[config.mk]
export PLATFORM = sky130hd
export DESIGN_NAME = mdio_mgmt_master
export DESIGN_NICKNAME = d
export VERILOG_FILES = /design/src/rtl/mdio_pkg.sv /design/src/rtl/mdc_pacer.sv /design/src/rtl/mdio_frame_engine.sv /design/src/rtl/mdio_mgmt_master.sv
export SDC_FILE = /design/constraint.sdc
export NUM_CORES = 1
export LEC_CHECK = 0
export ABC_AREA = 0
export BUFFER_PORTS_ARGS = -buffer_cell sky130_fd_sc_hd__buf_2
export CORE_MARGIN = 2
export CORE_UTILIZATION = 49
export CTS_CLUSTER_DIAMETER = 30
export CTS_CLUSTER_SIZE = 20
export DETAILED_ROUTE_END_ITERATION = 6
export GPL_ROUTABILITY_DRIVEN = 0
export PLACE_DENSITY = 0.78
export SYNTH_ARGS = -nofsm -noshare
export SYNTH_HDL_FRONTEND = slang
export SYNTH_HIERARCHICAL = 1
export SYNTH_SLANG_ARGS = --single-unit
[constraint.sdc]
create_clock -name clk -period 2.3 [get_ports clk]
set_input_delay 0.23 -clock clk [delete_from_list [all_inputs] [get_ports clk]]
set_output_delay 0.23 -clock clk [all_outputs]
set_load 0.05 [all_outputs]
[src/rtl/mdio_pkg.sv]
package mdio_pkg;

    localparam int DATA_W    = 16;
    localparam int ADDR_W    = 5;
    localparam int PRE_LEN   = 32;
    localparam int FRAME_LEN = PRE_LEN + 2 + 2 + 2 * ADDR_W + 2 + DATA_W;
    localparam int IDX_W     = $clog2(FRAME_LEN);
    localparam int TA_POS    = PRE_LEN + 4 + 2 * ADDR_W;
    localparam int DATA_POS  = TA_POS + 2;

    // command word bit positions (host-visible)
    localparam int CW_DONE  = 15;
    localparam int CW_WRITE = 13;
    localparam int CW_PHY_L = 8;
    localparam int CW_REG_L = 0;

    typedef enum logic {
        OP_READ  = 1'b0,
        OP_WRITE = 1'b1
    } mgmt_op_e;

    typedef struct packed {
        mgmt_op_e          op;
        logic [ADDR_W-1:0] phy;
        logic [ADDR_W-1:0] regn;
    } mgmt_cmd_t;

    function automatic mgmt_cmd_t decode_cmd(input logic [DATA_W-1:0] w);
        mgmt_cmd_t c;
        c.op   = mgmt_op_e'(w[CW_WRITE]);
        c.phy  = w[CW_PHY_L +: ADDR_W];
        c.regn = w[CW_REG_L +: ADDR_W];
        return c;
    endfunction

    function automatic logic [DATA_W-1:0] encode_cmd(input mgmt_cmd_t c, input logic done);
        logic [DATA_W-1:0] w;
        w                      = '0;
        w[CW_DONE]             = done;
        w[CW_WRITE]            = c.op;
        w[CW_PHY_L +: ADDR_W]  = c.phy;
        w[CW_REG_L +: ADDR_W]  = c.regn;
        return w;
    endfunction

    function automatic logic [FRAME_LEN-1:0] build_frame(input mgmt_cmd_t c,
                                                         input logic [DATA_W-1:0] wdata);
        logic [1:0] opc;
        opc = (c.op == OP_WRITE) ? 2'b01 : 2'b10;
        return {{PRE_LEN{1'b1}}, 2'b01, opc, c.phy, c.regn, 2'b10, wdata};
    endfunction

endpackage

[src/rtl/mdc_pacer.sv]
module mdc_pacer #(
    parameter int CLK_DIV = 50
) (
    input  logic clk,
    input  logic rst,
    input  logic run,
    output logic mdc,
    output logic rise,
    output logic fall
);
    localparam int HALF = (CLK_DIV / 2 < 1) ? 1 : CLK_DIV / 2;
    localparam int CW   = (HALF > 1) ? $clog2(HALF) : 1;
    localparam logic [CW-1:0] LAST = CW'(HALF - 1);

    logic [CW-1:0] cnt_q;
    logic          mdc_q;
    logic          wrap;

    assign wrap = run && (cnt_q == LAST);
    assign rise = wrap && !mdc_q;
    assign fall = wrap && mdc_q;
    assign mdc  = mdc_q;

    always_ff @(posedge clk) begin
        if (rst || !run) begin
            cnt_q <= '0;
            mdc_q <= 1'b0;
        end else if (wrap) begin
            cnt_q <= '0;
            mdc_q <= ~mdc_q;
        end else begin
            cnt_q <= cnt_q + 1'b1;
        end
    end

endmodule

[src/rtl/mdio_frame_engine.sv]
module mdio_frame_engine
    import mdio_pkg::*;
(
    input  logic              clk,
    input  logic              rst,
    input  logic              start,
    input  mgmt_cmd_t         cmd,
    input  logic [DATA_W-1:0] wdata,
    input  logic              rise,
    input  logic              fall,
    input  logic              mdio_i,
    output logic              busy,
    output logic              mdio_o,
    output logic              mdio_oe,
    output logic              rd_valid,
    output logic [DATA_W-1:0] rd_data
);
    localparam logic [IDX_W-1:0] LAST_IDX = IDX_W'(FRAME_LEN - 1);
    localparam logic [IDX_W-1:0] TA_IDX   = IDX_W'(TA_POS);
    localparam logic [IDX_W-1:0] DAT_IDX  = IDX_W'(DATA_POS);

    logic                 busy_q;
    mgmt_op_e             op_q;
    logic [IDX_W-1:0]     idx_q;
    logic [FRAME_LEN-1:0] sh_q;
    logic [DATA_W-1:0]    rx_q;
    logic                 is_rd;
    logic                 last_fall;

    assign is_rd     = (op_q == OP_READ);
    assign last_fall = busy_q && fall && (idx_q == LAST_IDX);

    always_ff @(posedge clk) begin
        if (rst) begin
            busy_q <= 1'b0;
            op_q   <= OP_READ;
            idx_q  <= '0;
            sh_q   <= '1;
            rx_q   <= '0;
        end else if (!busy_q) begin
            if (start) begin
                busy_q <= 1'b1;
                op_q   <= cmd.op;
                idx_q  <= '0;
                sh_q   <= build_frame(cmd, wdata);
            end
        end else begin
            if (rise && is_rd && (idx_q >= DAT_IDX))
                rx_q <= {rx_q[DATA_W-2:0], mdio_i};
            if (fall) begin
                if (idx_q == LAST_IDX) begin
                    busy_q <= 1'b0;
                end else begin
                    idx_q <= idx_q + 1'b1;
                    sh_q  <= {sh_q[FRAME_LEN-2:0], 1'b1};
                end
            end
        end
    end

    assign busy     = busy_q;
    assign mdio_o   = busy_q ? sh_q[FRAME_LEN-1] : 1'b1;
    assign mdio_oe  = busy_q && !(is_rd && (idx_q >= TA_IDX));
    assign rd_valid = last_fall && is_rd;
    assign rd_data  = rx_q;

endmodule

[src/rtl/mdio_mgmt_master.sv]
module mdio_mgmt_master
    import mdio_pkg::*;
#(
    parameter int CLK_DIV = 50
) (
    input  logic        clk,
    input  logic        rst,
    input  logic        host_we,
    input  logic        host_sel,
    input  logic [15:0] host_wdata,
    output logic [15:0] host_rdata,
    output logic        mdc,
    output logic        mdio_o,
    output logic        mdio_oe,
    input  logic        mdio_i
);
    mgmt_cmd_t         cmd_q;
    logic [DATA_W-1:0] data_q;
    logic              busy;
    logic              rd_valid;
    logic [DATA_W-1:0] rd_data;
    logic              rise;
    logic              fall;
    logic              accept_cmd;
    logic              accept_data;
    mgmt_cmd_t         new_cmd;

    assign new_cmd     = decode_cmd(host_wdata);
    assign accept_cmd  = host_we && !host_sel && !busy;
    assign accept_data = host_we &&  host_sel && !busy;

    always_ff @(posedge clk) begin
        if (rst) begin
            cmd_q  <= '0;
            data_q <= '0;
        end else begin
            if (accept_cmd)
                cmd_q <= new_cmd;
            if (rd_valid)
                data_q <= rd_data;
            else if (accept_data)
                data_q <= host_wdata;
        end
    end

    assign host_rdata = host_sel ? data_q : encode_cmd(cmd_q, !busy);

    mdc_pacer #(.CLK_DIV(CLK_DIV)) u_pacer (
        .clk  (clk),
        .rst  (rst),
        .run  (busy),
        .mdc  (mdc),
        .rise (rise),
        .fall (fall)
    );

    mdio_frame_engine u_engine (
        .clk      (clk),
        .rst      (rst),
        .start    (accept_cmd),
        .cmd      (new_cmd),
        .wdata    (data_q),
        .rise     (rise),
        .fall     (fall),
        .mdio_i   (mdio_i),
        .busy     (busy),
        .mdio_o   (mdio_o),
        .mdio_oe  (mdio_oe),
        .rd_valid (rd_valid),
        .rd_data  (rd_data)
    );


    start_sets_busy_chk: assert property (@(posedge clk) disable iff (rst)
        accept_cmd |=> busy);


    busy_cmd_hold_chk: assert property (@(posedge clk) disable iff (rst)
        (host_we && !host_sel && busy) |=> $stable(cmd_q));


    busy_data_hold_chk: assert property (@(posedge clk) disable iff (rst)
        (busy && !rd_valid) |=> $stable(data_q));


    idle_mdc_low_chk: assert property (@(posedge clk) disable iff (rst)
        !busy |-> !mdc);


    read_release_chk: assert property (@(posedge clk) disable iff (rst)
        rd_valid |-> !mdio_oe);


    write_drive_chk: assert property (@(posedge clk) disable iff (rst)
        (busy && cmd_q.op == OP_WRITE) |-> mdio_oe);

endmodule

==> metrics.md <==
| Metric | Value |
|---|---|
| PwrDens | 859 nW/um2 |
| Core ar. | 10700 um2 |
| Min-delay worst type | input pin to register |
| Crit-path slowest cell | dfxtp_1 |
| Crit path buffers/inverters | 2 |
| End-of-flow core utilization | 0.598 |
| Critical path class | register to register |
| Critical Path Stages | 9 |
| Total power | 5520 uW |
| Final period util | 0.958 |
| Logic pwr share | 0.087 |
| TritonCTS buffer count | 17 |
| Terminus of the critical flop-to-flop path | u_engine/sh_q[11]$_SDFFE_PP1P_ |
| Die area | 11800 um2 |
| Die X | 109 um |
| Worst path required time | around 2700 ps |
| Slew Limit Fails | 0 |
| Via-to-Cell Ratio | around 5.5 |
| MaxCap Viol Count | 0 |
| Internal Pwr Total | 4250 uW |
| # H-tree levels | 4 |
| Synthesized Nets | roughly 580 |
| Cell variety after synth | between 40 and 50 |
| Sequential cell area | roughly 2400 um2 |
| GRT Overall Usage | 0.201 |
| Reg power frac | 0.401 |
| Ys async rst share | 0 |
| I/O pins | 40 |
| Crit-path cells | inv_1 -> ha_1 -> and4b_4 -> and3_2 -> mux2_4 -> o21ai_4 -> buf_12 -> nor2_1 -> a211o_1 |
| Flops & latches, synth | 121 |
| PortBufs | 39 |
| VDD IR-drop max | 488 uV |
| Wire per inst | 15.1 um |
| CP startpoint | u_pacer/cnt_q[0]$_SDFF_PP0_ |
| Most common cell after layout, fill and taps aside | dfxtp_1 |
| Share of layout cells above drive strength 1 | 0.217 |
| Seq/Total Area, Yosys | 0.451 |
| Final period demand of the worst path | 2200 ps |
| Post-synth top flop | dfxtp_1 |
| Critical Path AT | 2600 ps |
| Crit path to | u_engine/sh_q[11]$_SDFFE_PP1P_ |
| Worst Setup Start Kind | register |
| Fmax | roughly 450 MHz |
| Final ANT Viol Nets | 0 |
| Multi-input gate area | 2630 um2 |
| Net Switching | 1270 uW |
| Status | finished, final reports clean |
| Global-route wire length before repair | 18500 um |
| Clk root buf | clkbuf_8 |
| Pre-Repair DR Iteration Count | 4 |
| Avg Inst Size Synth | roughly 9.7 um2 |
| CTS tree | yes |
| Min-Delay Startpoint | host_wdata[9] |
| Largest net degree at the start of global routing | 85 |
| Maximum clock insertion buffer count | 2 |
| CP top delay family | simple AND/OR/NAND/NOR gates |
| Most frequent cells in the layout | 120 x dfxtp_1, 100 x nor2_1, 53 x mux2i_1 |
| Mapped Cells | 555 |
| Worst hold slack | approximately 24 ps |
| Pleak | ~0.0027 uW |
| Rows | 38 |
| FF-to-FF setup slack | roughly 97 ps |
| Slowest cell delay on critical path | 370 ps |
| Switching Share | 0.230 |
| Layout area overhead | 19.6% |
| Ys Warns | 6 |
| Initial core utilization | 0.500 |
| Antenna cells | 0 |
| DRC Markers | 0 |
| DR iter-0 viols | 242 |
| Worst slew pin tran | 1020 ps |
| Final worst slack | between 90 and 100 ps |
| HPWL Detailed | 6850 um |
| Netlist Area Pre-Place | 5370 um2 |
| Post-route cell area | 6420 um2 |
| Endpoints failing setup | 0 |
| Clock Latency Late Sink | 510 ps |
| Pre-CTS setup slack | 84.1 ps |
| Critical path peak fanout | 17 |
| Die height | 109 um |
| FF-to-FF path depth | 9 |
| Dpl cell area | approximately 5600 um2 |
| EDFF count, synth | 0 |
| Number of global-route vias before repair | 3943 |
| Initial antenna violation count | 0 |
| Crit path capture type | register |
| Total global routing overflow | 0 |
| Total wire length | roughly 11000 um |
| Worst Hold Depth | 3 |
| Vias | 4093 |
| Number of fill cells in the layout | 907 |
| Final hold vios | 0 |
| Total clock sinks | ~120 |
| Final nets | 619 |
| Clock power share | 0.512 |
| R2R Path Start | u_pacer/cnt_q[0]$_SDFF_PP0_ |
| Max Clock Skew | 7.58 ps |
| Slew HR | 0.321 |
| CTS clock-pin slew for the worst setup and hold paths | 60 ps |
worst min-delay path: cells and delay by family:
| kind | cells | cell delay, ps |
|---|---|---|
| buffers and inverters | 1 | 120 |
| AND/OR/NAND/NOR | 1 | 70 |
| multiplexers | 1 | 70 |
power groups by stage:
| stage | Clock [uW] | Sequential, uW | Combinational (uW) |
|---|---|---|---|
| finish | 2820 | 2210 | 481 |
| global route | 2980 | 2220 | 516 |
| CTS | 2880 | 2210 | 458 |
| detailed placement | 0 | 2260 | 448 |
| global placement | 0 | 2250 | 436 |
| floorplan | 0 | 2240 | 361 |
cell type report:
cell class / count / area share
Multi-Input combinational cell: 369 / 0.409
Timing Repair Buffer: 65 / 0.0744
Sequential cell: 121 / 0.377
Tap cell: 140 / 0.0273
Clock buffer: 18 / 0.0650
Clock inverter: 14 / 0.0345
Inverter: 21 / 0.0123
state kept, by name (all words and copies together), names as in the netlist:
name	flops
cmd_q	11
u_engine/busy	1
u_engine/op_q	1
u_engine/sh_q	64
data_q	16
u_pacer/mdc	1
u_engine/rd_data	16
u_engine/idx_q	6
u_pacer/cnt_q	5
worst min-delay path by stage:
stage and end:
2_1_floorplan u_pacer/mdc$_SDFFE_PP0P_, 3_3_place_gp u_engine/sh_q[13]$_SDFFE_PP1P_, 3_5_place_dp u_pacer/cnt_q[0]$_SDFF_PP0_, 4_1_cts cmd_q[7]$_SDFFE_PP0P_, 5_1_grt cmd_q[9]$_SDFFE_PP0P_, 6_report cmd_q[6]$_SDFFE_PP0P_
cells by family after synthesis:
family,share of synthesized area
mux,0.125
xor+xnor,0.0114
simple gates,0.174
fa+ha+maj,0.00699
compound gates,0.171
buf+inv,0.0610
flops,0.451
cells in the mapped netlist (all sizes together) (4+ instances only):
| cell type | instances | share of area |
|---|---|---|
| a221oi | 16 | 0.038 |
| xor2 | 4 | 0.0065 |
| o21bai | 34 | 0.048 |
| a211o | 26 | 0.042 |
| nor3b | 36 | 0.052 |
| o21ai | 4 | 0.0044 |
| buf | 28 | 0.035 |
| nor2 | 101 | 0.071 |
| clkbuf | 16 | 0.011 |
| nand2b | 4 | 0.0047 |
| nand2 | 20 | 0.014 |
| a21oi | 21 | 0.027 |
| mux2i | 53 | 0.099 |
| and2 | 5 | 0.0058 |
| dfxtp | 121 | 0.45 |
| mux2 | 12 | 0.026 |
| inv | 21 | 0.015 |
| nand3 | 6 | 0.0056 |
metal layers:
metal	GRT usage	vias up	part of all wire
met3	0.0424	12	0.033
met5	0	-	0
met4	0.0879	0	0.013
li1	-	2016	-
met1	0.249	1997	0.45
met2	0.338	68	0.50
metrics by stage:
stage               cells  setup TNS [ps]
floorplan             555               0
global placement      704               0
detailed placement    704               0
CTS                   741               0
global route          748           -15.2
finish                748               0
timing repair:
| item | in CTS | in global routing |
|---|---|---|
| endpoints found under the setup margin | 0 | 28 |
| hold endpoints to repair | 5 | 0 |
| gates resized for setup | 0 | 0 |
| buffers inserted | 0 | 5 |
| hold buffers | 5 | 0 |
Note: power is estimated with default switching activity, not from simulation.
